**src/rtl/srx_pkg.sv**
```systemverilog
package srx_pkg;

   typedef enum logic [2:0] {
      SRX_SLEEP,
      SRX_EXIT,
      SRX_SETTLE,
      SRX_AREF,
      SRX_GAP,
      SRX_LIVE
   } srx_state_e;

   // command bus bit order: {cs_n, ras_n, cas_n, we_n}
   localparam logic [3:0] CMD_DESEL = 4'b1111;
   localparam logic [3:0] CMD_NOP   = 4'b0111;
   localparam logic [3:0] CMD_AREF  = 4'b0001;

   function automatic int unsigned ceil_div(input int unsigned num, input int unsigned den);
      return (num + den - 1) / den;
   endfunction

   function automatic int unsigned max3(input int unsigned a, input int unsigned b,
                                        input int unsigned c);
      int unsigned m;
      m = (a > b) ? a : b;
      return (m > c) ? m : c;
   endfunction

endpackage

```
**src/rtl/srx_down_ctr.sv**
```systemverilog
module srx_down_ctr #(
   parameter int unsigned W = 8
) (
   input  logic         clk,
   input  logic         rst_n,
   input  logic         load,
   input  logic [W-1:0] load_val,
   input  logic         dec,
   output logic [W-1:0] cnt,
   output logic         zero
);

   always_ff @(posedge clk or negedge rst_n) begin
      if (!rst_n)
         cnt <= '0;
      else if (load)
         cnt <= load_val;
      else if (dec && (cnt != '0))
         cnt <= cnt - 1'b1;
   end

   assign zero = (cnt == '0);

endmodule

```
**src/rtl/srx_cmd_enc.sv**
```systemverilog
module srx_cmd_enc
   import srx_pkg::*;
(
   input  srx_state_e state,
   output logic       cke,
   output logic [3:0] cmd,
   output logic       refresh_en
);

   always_comb begin
      cke        = 1'b1;
      cmd        = CMD_NOP;
      refresh_en = 1'b0;
      unique case (state)
         SRX_SLEEP: begin
            cke = 1'b0;
            cmd = CMD_DESEL;
         end
         SRX_EXIT:   cmd = CMD_DESEL;
         SRX_SETTLE: cmd = CMD_NOP;
         SRX_AREF:   cmd = CMD_AREF;
         SRX_GAP:    cmd = CMD_NOP;
         SRX_LIVE:   refresh_en = 1'b1;
         default: begin
            cke = 1'b0;
            cmd = CMD_DESEL;
         end
      endcase
   end

endmodule

```
**src/rtl/sr_wake_seq.sv**
```systemverilog
module sr_wake_seq
   import srx_pkg::*;
#(
   parameter int unsigned CLK_PS       = 5000,
   parameter int unsigned NOP_PS       = 80000,
   parameter int unsigned ROWS         = 8192,
   parameter int unsigned TRFC_CYC     = 26,
   parameter int unsigned EXIT_REPEATS = 2
) (
   input  logic       clk,
   input  logic       rst_n,
   input  logic       wake_req,
   output logic       cke,
   output logic [3:0] cmd,
   output logic       refresh_en,
   output logic       ready
);

   localparam int unsigned NOP_CYC = ceil_div(NOP_PS, CLK_PS);
   localparam int unsigned TMAX    = max3(EXIT_REPEATS, NOP_CYC, TRFC_CYC);
   localparam int unsigned TW      = $clog2(TMAX + 1);
   localparam int unsigned BW      = $clog2(ROWS + 1);

   // elaboration-time parameter checks
   generate
      if (ROWS < 1) begin : g_bad_rows
         $error("sr_wake_seq: ROWS must be at least 1");
      end
      if (TRFC_CYC < 1) begin : g_bad_trfc
         $error("sr_wake_seq: TRFC_CYC must be at least 1");
      end
      if (EXIT_REPEATS < 1) begin : g_bad_exit
         $error("sr_wake_seq: EXIT_REPEATS must be at least 1");
      end
      if ((CLK_PS < 1) || (NOP_PS < 1)) begin : g_bad_time
         $error("sr_wake_seq: CLK_PS and NOP_PS must be at least 1");
      end
   endgenerate

   srx_state_e     st_q, st_d;
   logic           tmr_load, tmr_dec, tmr_zero;
   logic [TW-1:0]  tmr_val, tmr_cnt;
   logic           bst_load, bst_dec, bst_zero;
   logic [BW-1:0]  bst_cnt;
   logic           ref_en_w;

   srx_down_ctr #(.W(TW)) u_phase_tmr (
      .clk      (clk),
      .rst_n    (rst_n),
      .load     (tmr_load),
      .load_val (tmr_val),
      .dec      (tmr_dec),
      .cnt      (tmr_cnt),
      .zero     (tmr_zero)
   );

   srx_down_ctr #(.W(BW)) u_burst_ctr (
      .clk      (clk),
      .rst_n    (rst_n),
      .load     (bst_load),
      .load_val (BW'(ROWS)),
      .dec      (bst_dec),
      .cnt      (bst_cnt),
      .zero     (bst_zero)
   );

   always_comb begin
      st_d     = st_q;
      tmr_load = 1'b0;
      tmr_val  = '0;
      tmr_dec  = 1'b0;
      bst_load = 1'b0;
      bst_dec  = 1'b0;
      unique case (st_q)
         SRX_SLEEP: begin
            if (wake_req) begin
               st_d     = SRX_EXIT;
               tmr_load = 1'b1;
               tmr_val  = TW'(EXIT_REPEATS - 1);
               bst_load = 1'b1;
            end
         end
         SRX_EXIT: begin
            if (tmr_zero) begin
               st_d     = SRX_SETTLE;
               tmr_load = 1'b1;
               tmr_val  = TW'(NOP_CYC - 1);
            end else begin
               tmr_dec = 1'b1;
            end
         end
         SRX_SETTLE: begin
            if (tmr_zero) st_d = SRX_AREF;
            else          tmr_dec = 1'b1;
         end
         SRX_AREF: begin
            bst_dec  = 1'b1;
            st_d     = SRX_GAP;
            tmr_load = 1'b1;
            tmr_val  = TW'(TRFC_CYC - 1);
         end
         SRX_GAP: begin
            if (tmr_zero) st_d = bst_zero ? SRX_LIVE : SRX_AREF;
            else          tmr_dec = 1'b1;
         end
         SRX_LIVE: st_d = SRX_LIVE;
         default:  st_d = SRX_SLEEP;
      endcase
   end

   always_ff @(posedge clk or negedge rst_n) begin
      if (!rst_n) st_q <= SRX_SLEEP;
      else        st_q <= st_d;
   end

   srx_cmd_enc u_enc (
      .state      (st_q),
      .cke        (cke),
      .cmd        (cmd),
      .refresh_en (ref_en_w)
   );

   assign refresh_en = ref_en_w;

   always_ff @(posedge clk or negedge rst_n) begin
      if (!rst_n) ready <= 1'b0;
      else        ready <= ref_en_w;
   end

endmodule

```
**config.mk**
```make
export PLATFORM = sky130hd
export DESIGN_NAME = sr_wake_seq
export DESIGN_NICKNAME = d
export VERILOG_FILES = /design/src/rtl/srx_pkg.sv /design/src/rtl/srx_down_ctr.sv /design/src/rtl/srx_cmd_enc.sv /design/src/rtl/sr_wake_seq.sv
export SDC_FILE = /design/constraint.sdc
export NUM_CORES = 1
export LEC_CHECK = 0
export ABC_AREA = 0
export ABC_CLOCK_PERIOD_IN_PS = 5100
export BUFFER_PORTS_ARGS = -buffer_cell sky130_fd_sc_hd__buf_2
export CAP_MARGIN = 20
export CORE_MARGIN = 2
export CORE_UTILIZATION = 35
export DETAILED_ROUTE_END_ITERATION = 8
export GPL_TIMING_DRIVEN = 0
export PLACE_DENSITY = 0.57
export RECOVER_POWER = 100
export SLEW_MARGIN = 5
export SYNTH_ARGS = -nofsm -noshare
export SYNTH_HDL_FRONTEND = slang
export SYNTH_HIERARCHICAL = 1
export SYNTH_SLANG_ARGS = --single-unit
```
**constraint.sdc**
```tcl
create_clock -name clk -period 5.1 [get_ports clk]
set_clock_uncertainty 0.05 [all_clocks]
set_input_delay 1.02 -clock clk [delete_from_list [all_inputs] [get_ports clk]]
set_output_delay 1.02 -clock clk [all_outputs]
set_load 0.02 [all_outputs]
```
# Word-level counts from Yosys, hierarchy flattened
# Index checks and enable logic that the tools add are counted.
# op_classes
n_addsub,2
eq_ne,9
mux,23
reduce_logical,13
# op_table
operator,n
14-bit two-way mux,2
3-bit case mux with 6 select lines,1
3-bit two-way mux,5
5-bit case mux with 3 select lines,1
14-bit zero test,1
14-bit nonzero test,1
14-bit by 1-bit subtractor with 14-bit output (second input constant),1
5-bit two-way mux,2
1-bit two-way mux,9
2-bit inequality test (second input constant),4
4-bit case mux with 2 select lines,1
3-bit by 2-bit == test with 1-bit output (second input constant),2
3-bit == test (second input constant),2
3-bit OR reduction,2
5-bit zero test,1
5-bit nonzero test,1
5-bit OR reduction,1
5-bit by 1-bit subtractor with 5-bit output (second input constant),1
4-bit two-way mux,1
4-bit AND reduction,1
2-bit nonzero test,2
3-bit by 1-bit == test with 1-bit output (second input constant),1
3-bit zero test,1
1-bit case mux with 3 select lines,1
1-bit logical AND,2
# word_totals
register_bits,23
inputBits,3
out_inout_bits,7
word_cells,51

# Longest topological paths before layout
# Gate-level depths: netlist of run 1.
# depth
word_depth,6
depth_mapped,10
ltp_nobuf,8

# By module
# Netlist of run 1, hierarchy kept.
# by_module_without_submodules
module,instances,cells_per_inst,area_per_inst_um2,seq_area_each_um2
srx_down_ctr at u_burst_ctr,1,103,892.1,350.3
sr_wake_seq,1,31,322.8,100.1
srx_down_ctr at u_phase_tmr,1,32,304.0,125.1
srx_cmd_enc,1,10,68.8,0.0

# Least setup slack after synthesis of run 1
# Ideal clock, no wire load.
# synth_path
path_type,register to output
startpoint,register st_q[1]
endpoint,output port cmd[2]
arrival_time_ns,1.317
required_time_ns,4.030
path_slack_ns,2.713
stages_incl_launch_ff,6
n_path_buf,1
cell_sequence,dfrtp_1 -> inv_2 -> ha_1 -> nor2_1 -> o31ai_2 -> buf_4
# synth_between
elab_chain_len,3
elab_cells_between_ends,6
classes_between,eq/ne: 4; mux: 1; reduce/logical: 1
# synth_rtl
element,line_no,text
start: declaration,sr_wake_seq.sv:40,"srx_state_e st_q, st_d;"
start signal: assignment,sr_wake_seq.sv:113,else st_q <= st_d;
3-bit by 2-bit == test with 1-bit output or 3-bit == test (tied branches),srx_cmd_enc.sv:14,unique case (state)
3-bit OR reduction (no line),-,
4-bit case mux with 2 select lines *,srx_cmd_enc.sv:14,
end: declaration,sr_wake_seq.sv:14,"output logic [3:0] cmd,"
# Every way passes the cells marked *; elsewhere a longest branch is shown, timed or not.

# Worst setup path in the final report of run 1
# layout_path
startpoint,register st_q[0]
endpoint,register u_burst_ctr.cnt[4]
# layout_between
elab_chain_len,4
elab_cells_between_ends,7
classes_between,eq/ne: 1; mux: 3; reduce/logical: 3
# layout_rtl
element,line_no,text
3-bit by 2-bit == test with 1-bit output,sr_wake_seq.sv:74,unique case (st_q)
1-bit two-way mux,sr_wake_seq.sv:74,
named net bst_dec,sr_wake_seq.sv:43,"logic bst_load, bst_dec, bst_zero;"
1-bit logical AND,srx_down_ctr.sv:18,else if (dec && (cnt != '0))
2-bit nonzero test (no line),-,
end signal: assignment,srx_down_ctr.sv:17,cnt <= load_val;
end signal: assignment,srx_down_ctr.sv:19,cnt <= cnt - 1'b1;
end: declaration,srx_down_ctr.sv:9,"output logic [W-1:0] cnt,"
# The timed path passes the listed nets, and every way through them passes these cells.
# A chain may end at the register's enable or synchronous reset.

==> results.json, run 1 <==
{
  "outcome": "finished clean",
  "first_pass_iters": 4,
  "post_cts_buffers": 0,
  "preCtsSetupSlack_ns": 2.39,
  "wl_um": 3160,
  "reg2reg_from": "st_q[0]",
  "hold_slack_ns": 0.492,
  "tightestPinTransition_ns": 1.32,
  "cp-end-kind": "register",
  "cts_sinks": 23,
  "ys_dominant_reg_cell": "dfrtp_1",
  "grt_usage_pct": 13.5,
  "hold_viol_final": 0,
  "critPathArrivalTime_ns": 2.94,
  "finalSetupViolCount": 0,
  "drc": 0,
  "max_slew_margin_pct": 12.3,
  "num_rows": 24,
  "final_common_cell": "dfrtp_1",
  "die_h_um": 71.4,
  "area_delta_synth_final_pct": 10.2,
  "nFillCells": 430,
  "period_share_pct": 55.7,
  "ys_warn_count": 6,
  "synth-seq-cells": 23,
  "cap_violations": 0,
  "start_kind": "register",
  "vias": 1271,
  "place_area_um2": 1740,
  "holdPathStages": 2,
  "dp.cells": 248,
  "io_buffers": 8,
  "synthArstFlopShare_pct": 100,
  "wire_per_inst_um": 12.6,
  "yosysSeqAreaShare_pct": 36.2,
  "syn_area_um2": 1590,
  "worstHoldStart": "u_phase_tmr/cnt[4]",
  "vdd_drop_max_uv": 84.7,
  "ios": 10,
  "min_period_ns": 2.84,
  "coreArea_um2": 4350,
  "numCtsBuffers": 3,
  "synth_area_per_cell_um2": 9.02,
  "cts-root-buf": "clkbuf_8",
  "rsz0062_at_grt": "no",
  "crit_start": "st_q[0]",
  "layout.cells.non_filler": 252,
  "grt_pass1_vias": 1199,
  "slew_violations": 0,
  "die-area_um2": 5090,
  "yosysUniqueCellTypes": 53,
  "worstPathRequired_ns": 5.20,
  "htree_num_levels": 1,
  "cts.clk_slew.worst_paths_ns": 0.08,
  "netlist_instances": 176,
  "setup_tns_ns": 0,
  "dp_hpwl_um": 2250,
  "final_area_um2": 1750,
  "die_w_um": 71.4,
  "cts_buffer_depth": 2,
  "synth_enable_flop_cells": 0,
  "crit_end": "u_burst_ctr/cnt[4]",
  "rrSetupSlack_ns": 2.26,
  "initial_core_util_pct": 36.5,
  "cts_tree": "yes",
  "hold_class": "reg -> reg",
  "nets": 207,
  "antenna_found_initial": 0,
  "drive_gt1_share_pct": 8.00,
  "r2r_cells": 7,
  "viasPerCell": 5.04,
  "r2r-end": "u_burst_ctr/cnt[4]",
  "globalplace.congestion": 0.732,
  "cts_hold_buf": 0,
  "layout_common_cells": "23 x dfrtp_1, 15 x conb_1, 14 x clkbuf_1",
  "ant_nets": 0,
  "power_mw": 0.357,
  "grt_start_max_net_pins": 24,
  "final_util_pct": 40.2,
  "criticalPathCategory": "reg -> reg",
  "diodes": 0,
  "grt-ovfl-total": 0,
  "clock_latency_ns": 0.27,
  "p_leak_nw": 0.676,
  "crit_fanout": 10,
  "cts_resized": 0,
  "fmax_ghz": 0.352,
  "fin_ws_ns": 2.26,
  "dr.first_iter.drc_count": 81,
  "grt_first_pass_wirelength_um": 5550,
  "power_density_nw_per_um2": 204
}
[cell type report]
| cell class | instances | area, um2 | area share (%) |
|---|---|---|---|
| Timing Repair Buffer | 8 | 31.3 | 1.79 |
| Buffer | 10 | 65.1 | 3.72 |
| Multi-Input combinational cell | 143 | 922 | 52.7 |
| Clock buffer | 4 | 45.0 | 2.58 |
| Sequential cell | 23 | 576 | 32.9 |
| Tap cell | 52 | 65.1 | 3.72 |
| Inverter | 12 | 45.0 | 2.58 |
[cells in the mapped netlist (5+ instances only)]
| cell | instances | area share (%) |
|---|---|---|
| inv_1 | 10 | 2.4 |
| dfrtp_1 | 23 | 36 |
| a21oi_1 | 8 | 2.5 |
| o21ai_0 | 7 | 2.2 |
| nand2_1 | 13 | 3.1 |
| nand4_1 | 5 | 2.0 |
| nor2_1 | 12 | 2.8 |
| or3_1 | 5 | 2.0 |
| nor2b_1 | 5 | 2.0 |
[report_power, final]
part / total [mW] / internal, mW / switching [mW] / leakage (nW)
clock: 0.117 / 0.0558 / 0.0609 / 0.0228
combinational: 0.0366 / 0.0166 / 0.0201 / 0.393
sequential: 0.204 / 0.192 / 0.0116 / 0.261
total: 0.357 / 0.265 / 0.0926 / 0.676
[cells by family after synthesis]
family | Yosys count | share of synthesized area (%)
compound gates | 41 | 18.7
xor+xnor | 2 | 1.10
fa+ha+maj | 3 | 2.36
buf+inv | 22 | 7.64
flops | 23 | 36.2
mux | 5 | 3.23
other cells | 3 | 0.709
simple gates | 77 | 30.0
[sequential cells by signal, indices dropped and copies added (netlist names)]
signal,flops
u_burst_ctr/cnt,14
u_phase_tmr/cnt,5
st_q,3
ready,1
[worst max-delay path: stages (launching register included)]
cell and delay (ns):
dfrtp_1 0.49, clkbuf_1 0.36, and3b_1 0.38, inv_1 0.09, a41oi_1 0.43, clkbuf_1 0.46
a21boi_0 0.17, o31a_1 0.30
[per-layer routing]
layer / share of wire [%] / track usage [%] / vias to the layer above
li1: - / - / 677
met1: 55 / 19.4 / 582
met2: 43 / 20.6 / 10
met3: 2.0 / 2.25 / 2
met4: 0.44 / 5.03 / 0
met5: 0 / 0 / -
[worst min path at each step]
stage / end / slack, ns
floorplan: u_phase_tmr/cnt[4] / 0.46
global placement: u_phase_tmr/cnt[4] / 0.51
detailed placement: u_phase_tmr/cnt[4] / 0.50
CTS: u_phase_tmr/cnt[4] / 0.51
global route: u_phase_tmr/cnt[4] / 0.55
finish: u_phase_tmr/cnt[4] / 0.49
Note: power is estimated with default switching activity, not from simulation.
==> run 2, diff against run 1 <==
--- a/config.mk
+++ b/config.mk
@@ -6,14 +6,14 @@
 export NUM_CORES = 1
 export LEC_CHECK = 0
 export ABC_AREA = 0
-export ABC_CLOCK_PERIOD_IN_PS = 5100
+export ABC_CLOCK_PERIOD_IN_PS = 2400
 export BUFFER_PORTS_ARGS = -buffer_cell sky130_fd_sc_hd__buf_2
 export CAP_MARGIN = 20
 export CORE_MARGIN = 2
 export CORE_UTILIZATION = 35
 export DETAILED_ROUTE_END_ITERATION = 8
 export GPL_TIMING_DRIVEN = 0
-export PLACE_DENSITY = 0.57
+export PLACE_DENSITY = 0.59
 export RECOVER_POWER = 100
 export SLEW_MARGIN = 5
 export SYNTH_ARGS = -nofsm -noshare
==> constraint.sdc (replaced) <==
create_clock -name clk -period 2.4 [get_ports clk]
set_clock_uncertainty 0.05 [all_clocks]
set_input_delay 0.48 -clock clk [delete_from_list [all_inputs] [get_ports clk]]
set_output_delay 0.48 -clock clk [all_outputs]
set_load 0.02 [all_outputs]
==> results.json, run 2 (same netlist as run 1, synthesis figures left out) <==
{
  "max_slew_margin_pct": 15.2,
  "grt_usage_pct": 14.3,
  "num_rows": 24,
  "dp.cells": 248,
  "outcome": "finished clean",
  "ios": 10,
  "cp-end-kind": "register",
  "die-area_um2": 5090,
  "first_pass_iters": 4,
  "critPathMostFrequentCell": "or4b_4",
  "cts_hold_buf": 0,
  "hold_viol_final": 0,
  "drive_gt1_share_pct": 20.1,
  "worstPathRequired_ns": 2.55,
  "preCtsSetupSlack_ns": -0.243,
  "period_share_pct": 98.6,
  "slew_violations": 0,
  "largest_reg_flops": 14,
  "coreArea_um2": 4350,
  "start_kind": "register",
  "cap_violations": 0,
  "min_period_ns": 2.37,
  "cts_tree": "yes",
  "nets": 211,
  "power_density_nw_per_um2": 408,
  "layout.cells.non_filler": 256,
  "drc": 0,
  "finalSetupViolCount": 0,
  "die_h_um": 71.4,
  "fmax_ghz": 0.423,
  "cts.clk_slew.worst_paths_ns": 0.09,
  "viasPerCell": 5.21,
  "top_register": "u_burst_ctr/cnt",
  "p_leak_nw": 0.736,
  "hold_class": "in -> async",
  "grt_start_max_net_pins": 24,
  "cts_sinks": 23,
  "cts-root-buf": "clkbuf_8",
  "fin_ws_ns": 0.0341,
  "rsz0062_at_grt": "yes",
  "criticalPathCategory": "reg -> reg",
  "nFillCells": 453,
  "cts_buffer_depth": 2,
  "diodes": 0,
  "io_buffers": 8,
  "final_util_pct": 43.0,
  "power_mw": 0.764,
  "crit_fanout": 5,
  "slowest_delay_ns": 0.51,
  "critPathArrivalTime_ns": 2.52,
  "wire_per_inst_um": 12.6,
  "htree_num_levels": 1,
  "die_w_um": 71.4,
  "dr.first_iter.drc_count": 31,
  "final_common_cell": "dfrtp_1",
  "grt_first_pass_wirelength_um": 5840,
  "area_delta_synth_final_pct": 18.0,
  "numCtsBuffers": 3,
  "cp_cell_sequence": "inv_2 -> ha_4 -> or4b_4 -> inv_4 -> buf_6 -> a211oi_4 -> or4b_4 -> or3_4 -> a21oi_2",
  "vias": 1333,
  "grt_pass1_vias": 1306,
  "crit_buf_inv": 3,
  "antenna_found_initial": 0,
  "layout_common_cells": "23 x dfrtp_1, 15 x conb_1, 13 x nand2_1",
  "crit_family": "simple AND/OR/NAND/NOR gates",
  "clock_latency_ns": 0.27,
  "vdd_drop_max_uv": 173,
  "initial_core_util_pct": 36.5,
  "ant_nets": 0,
  "largest_registers": "u_burst_ctr/cnt (14), u_phase_tmr/cnt (5), st_q (3)",
  "slowest_stage": "or4b_4",
  "wl_um": 3230,
  "tightestPinTransition_ns": 1.27,
  "grt-ovfl-total": 0,
  "dp_hpwl_um": 2270,
  "globalplace.congestion": 0.748
}
run 2: layer usage:
layer	vias up	share of wire (%)	global-route usage [%]
li1	690	-	-
met1	627	53	19.0
met2	12	44	23.6
met3	4	2.0	2.11
met4	0	1.6	5.66
met5	-	0	0
run 2: path summary, 6_finish.rpt:
check / startpoint / to / slack (ns) / depth (start not counted)
setup / recovery: u_phase_tmr/cnt[0] / u_phase_tmr/cnt[3] / 0.03 / 9
hold / removal: rst_n / ready / 0.41 / 1
setup reg to reg: u_phase_tmr/cnt[0] / u_phase_tmr/cnt[3] / 0.03 / 9
hold reg to reg: u_phase_tmr/cnt[4] / u_phase_tmr/cnt[4] / 0.53 / 2
max in group asynchronous: rst_n / u_burst_ctr/cnt[5] / 1.14 / 1
min in group clk: u_phase_tmr/cnt[4] / u_phase_tmr/cnt[4] / 0.53 / 2
run 2: layout make-up:
class                      instances  area, um2  share of cell area [%]
inverter                          12       47.5                    2.54
sequential                        23        576                    30.7
buffer                            10       83.8                    4.47
clock inverter                     1       5.00                   0.267
timing repair buffer              12       63.8                    3.40
clock buffer                       3       41.3                    2.20
multi-input combinational        143        992                    52.9
tap                               52       65.1                    3.47
run 2: what timing repair did:
action,CTS,global route
setup buffers,0,4
pin swaps,0,2
resized for setup,4,15
setup endpoints to repair,4,15
run 2: power breakdown:
group | total, mW | internal [mW] | switching [mW]
clock network | 0.247 | 0.116 | 0.131
logic | 0.0797 | 0.0367 | 0.0430
registers | 0.438 | 0.409 | 0.0292
run 2: per-stage QoR:
| stage | setup TNS (ns) | hold slack [ns] | area (um2) |
|---|---|---|---|
| after detailed placement | -0.398 | 0.456 | 1740 |
| final | 0 | 0.415 | 1870 |
| after global routing | -0.0922 | 0.544 | 1870 |
| after floorplan | 0 | 0.134 | 1630 |
| after CTS | -0.0201 | 0.157 | 1800 |
| after global placement | -0.507 | 0.457 | 1740 |
==> run 3, diff against run 2 <==
--- a/config.mk
+++ b/config.mk
@@ -15,6 +15,7 @@
 export GPL_TIMING_DRIVEN = 0
 export PLACE_DENSITY = 0.59
 export RECOVER_POWER = 100
+export REMOVE_ABC_BUFFERS = 1
 export SLEW_MARGIN = 5
 export SYNTH_ARGS = -nofsm -noshare
 export SYNTH_HDL_FRONTEND = slang
==> results.json, run 3 (same netlist as run 1, synthesis figures left out) <==
{
  "io_buffers": 8,
  "met2_length_um": 1480,
  "dp.cells": 240,
  "cts_buffer_depth": 2,
  "vias": 1353,
  "viasPerCell": 5.33,
  "power_frac_comb_pct": 10.8,
  "crit_buf_inv": 2,
  "grt_first_pass_wirelength_um": 5380,
  "cts.clk_slew.worst_paths_ns": 0.09,
  "hold_viol_final": 0,
  "wl_um": 3180,
  "top_register": "u_burst_ctr/cnt",
  "cts-root-buf": "clkbuf_8",
  "cts_tree": "yes",
  "worstPathRequired_ns": 2.55,
  "drive_gt1_share_pct": 21.3,
  "finalSetupViolCount": 0,
  "vdd_drop_max_uv": 325,
  "drc": 0,
  "cp_cell_sequence": "inv_1 -> ha_2 -> or4b_4 -> clkinvlp_4 -> a211oi_4 -> or4b_4 -> or3_1 -> a21oi_2",
  "slowest_delay_ns": 0.51,
  "area_delta_synth_final_pct": 17.1,
  "ant_nets": 0,
  "power_density_nw_per_um2": 411,
  "largest_reg_flops": 14,
  "die-area_um2": 5090,
  "cp-end-kind": "register",
  "slowest_stage": "or4b_4",
  "grt_usage_pct": 13.0,
  "clock_power_share_pct": 32.0,
  "period_share_pct": 96.0,
  "dr_wl_met3_um": 108,
  "crit_family": "simple AND/OR/NAND/NOR gates",
  "crit_fanout": 5,
  "die_h_um": 71.4,
  "final_common_cell": "dfrtp_1",
  "tightestPinTransition_ns": 1.27,
  "fmax_ghz": 0.434,
  "cts_sinks": 23,
  "clock_latency_ns": 0.27,
  "dr.first_iter.drc_count": 110,
  "dr.max_layer_used": "met4",
  "num_rows": 24,
  "grt-ovfl-total": 0,
  "min_period_ns": 2.30,
  "coreArea_um2": 4350,
  "numCtsBuffers": 3,
  "critPathMostFrequentCell": "or4b_4",
  "place_area_um2": 1680,
  "antenna_found_initial": 0,
  "initial_core_util_pct": 36.5,
  "start_kind": "register",
  "htree_num_levels": 1,
  "cap_violations": 0,
  "largest_registers": "u_burst_ctr/cnt (14), u_phase_tmr/cnt (5), st_q (3)",
  "diodes": 0,
  "ios": 10,
  "criticalPathCategory": "reg -> reg",
  "dp_hpwl_um": 2060,
  "layout_common_cells": "20 x dfrtp_1, 15 x conb_1, 13 x nand2_1",
  "p_sw_share_pct": 26.1,
  "layout.cells.non_filler": 254,
  "setup_tns_ns": 0,
  "outcome": "finished clean",
  "globalplace.congestion": 0.832,
  "critPathArrivalTime_ns": 2.46,
  "hold_slack_ns": 0.418,
  "die_w_um": 71.4,
  "grt_pass1_vias": 1128,
  "nets": 209,
  "max_slew_margin_pct": 15.1,
  "slew_violations": 0,
  "wire_per_inst_um": 12.5,
  "p_leak_nw": 0.712,
  "hold_class": "in -> async",
  "wl_met1_um": 1560,
  "seq_power_share_pct": 57.2,
  "grt_start_max_net_pins": 24,
  "power_mw": 0.765,
  "intPower_mw": 0.566,
  "final_area_um2": 1860,
  "p_switching_mw": 0.199,
  "first_pass_iters": 4
}
-- run 3: cell count changes in the layout (fill, tap and decap cells not counted), sizes merged --
| cell | before | now |
|---|---|---|
| a21oi | 9 | 10 |
| buf | 12 | 15 |
| clkbuf | 13 | 8 |
| clkinv | 2 | 1 |
| clkinvlp | 0 | 1 |
| inv | 11 | 10 |
-- run 3: layout make-up --
| type | count | area [um2] |
|---|---|---|
| inverter | 12 | 48.8 |
| fill | 432 | 2490 |
| multi-input combinational | 144 | 1000 |
| sequential | 23 | 579 |
| tap | 52 | 65.1 |
| timing repair buffer | 19 | 118 |
| clock buffer | 4 | 45.0 |
-- run 3: worst paths after layout --
| check | start | endpoint | slack (ns) | cells after the start |
|---|---|---|---|---|
| setup / recovery | u_phase_tmr/cnt[0] | u_phase_tmr/cnt[3] | 0.1 | 8 |
| hold / removal | rst_n | u_burst_ctr/cnt[7] | 0.42 | 1 |
| setup reg to reg | u_phase_tmr/cnt[0] | u_phase_tmr/cnt[3] | 0.1 | 8 |
| hold reg to reg | u_phase_tmr/cnt[4] | u_phase_tmr/cnt[4] | 0.51 | 2 |
| max in group asynchronous | rst_n | st_q[0] | 1.05 | 1 |
| min in group clk | u_phase_tmr/cnt[4] | u_phase_tmr/cnt[4] | 0.51 | 2 |
-- run 3: worst register-to-register path, stage by stage (launching register included) --
cell and delay (ns):
dfrtp_1 0.35, inv_1 0.07, ha_2 0.19, or4b_4 0.22, clkinvlp_4 0.13, a211oi_4 0.29, or4b_4 0.51, or3_1 0.33
a21oi_2 0.11
-- run 3: timing repair --
action / CTS / global route
buffers inserted: 0 / 9
resized for setup: 4 / 10
pin swaps: 0 / 1
endpoints found under the setup margin: 14 / 15
hold buffers: 0 / 0
gates cloned: 0 / 1
-- run 3: routing by layer --
metal / global-route usage [%] / vias to the layer above
met4: 3.77 / 0
met5: 0 / -
met1: 19.4 / 637
met2: 18.7 / 26
li1: - / 686
met3: 2.95 / 4
-- run 3: stage by stage --
step	util [%]	setup WS, ns
global route	42.7	-0.00759
global placement	38.2	-2.30
detailed placement	38.6	-0.258
finish	42.7	0.0967
floorplan	-	-1.13
CTS	40.2	-0.0248
-- run 3: power by group through the flow --
stage	sequential, mW	combinational, mW	clock (mW)
after global placement	0.442	0.0758	0
after global routing	0.443	0.0959	0.281
after detailed placement	0.441	0.0773	0
final	0.437	0.0827	0.245
after CTS	0.434	0.0782	0.259
after floorplan	0.436	0.0579	0
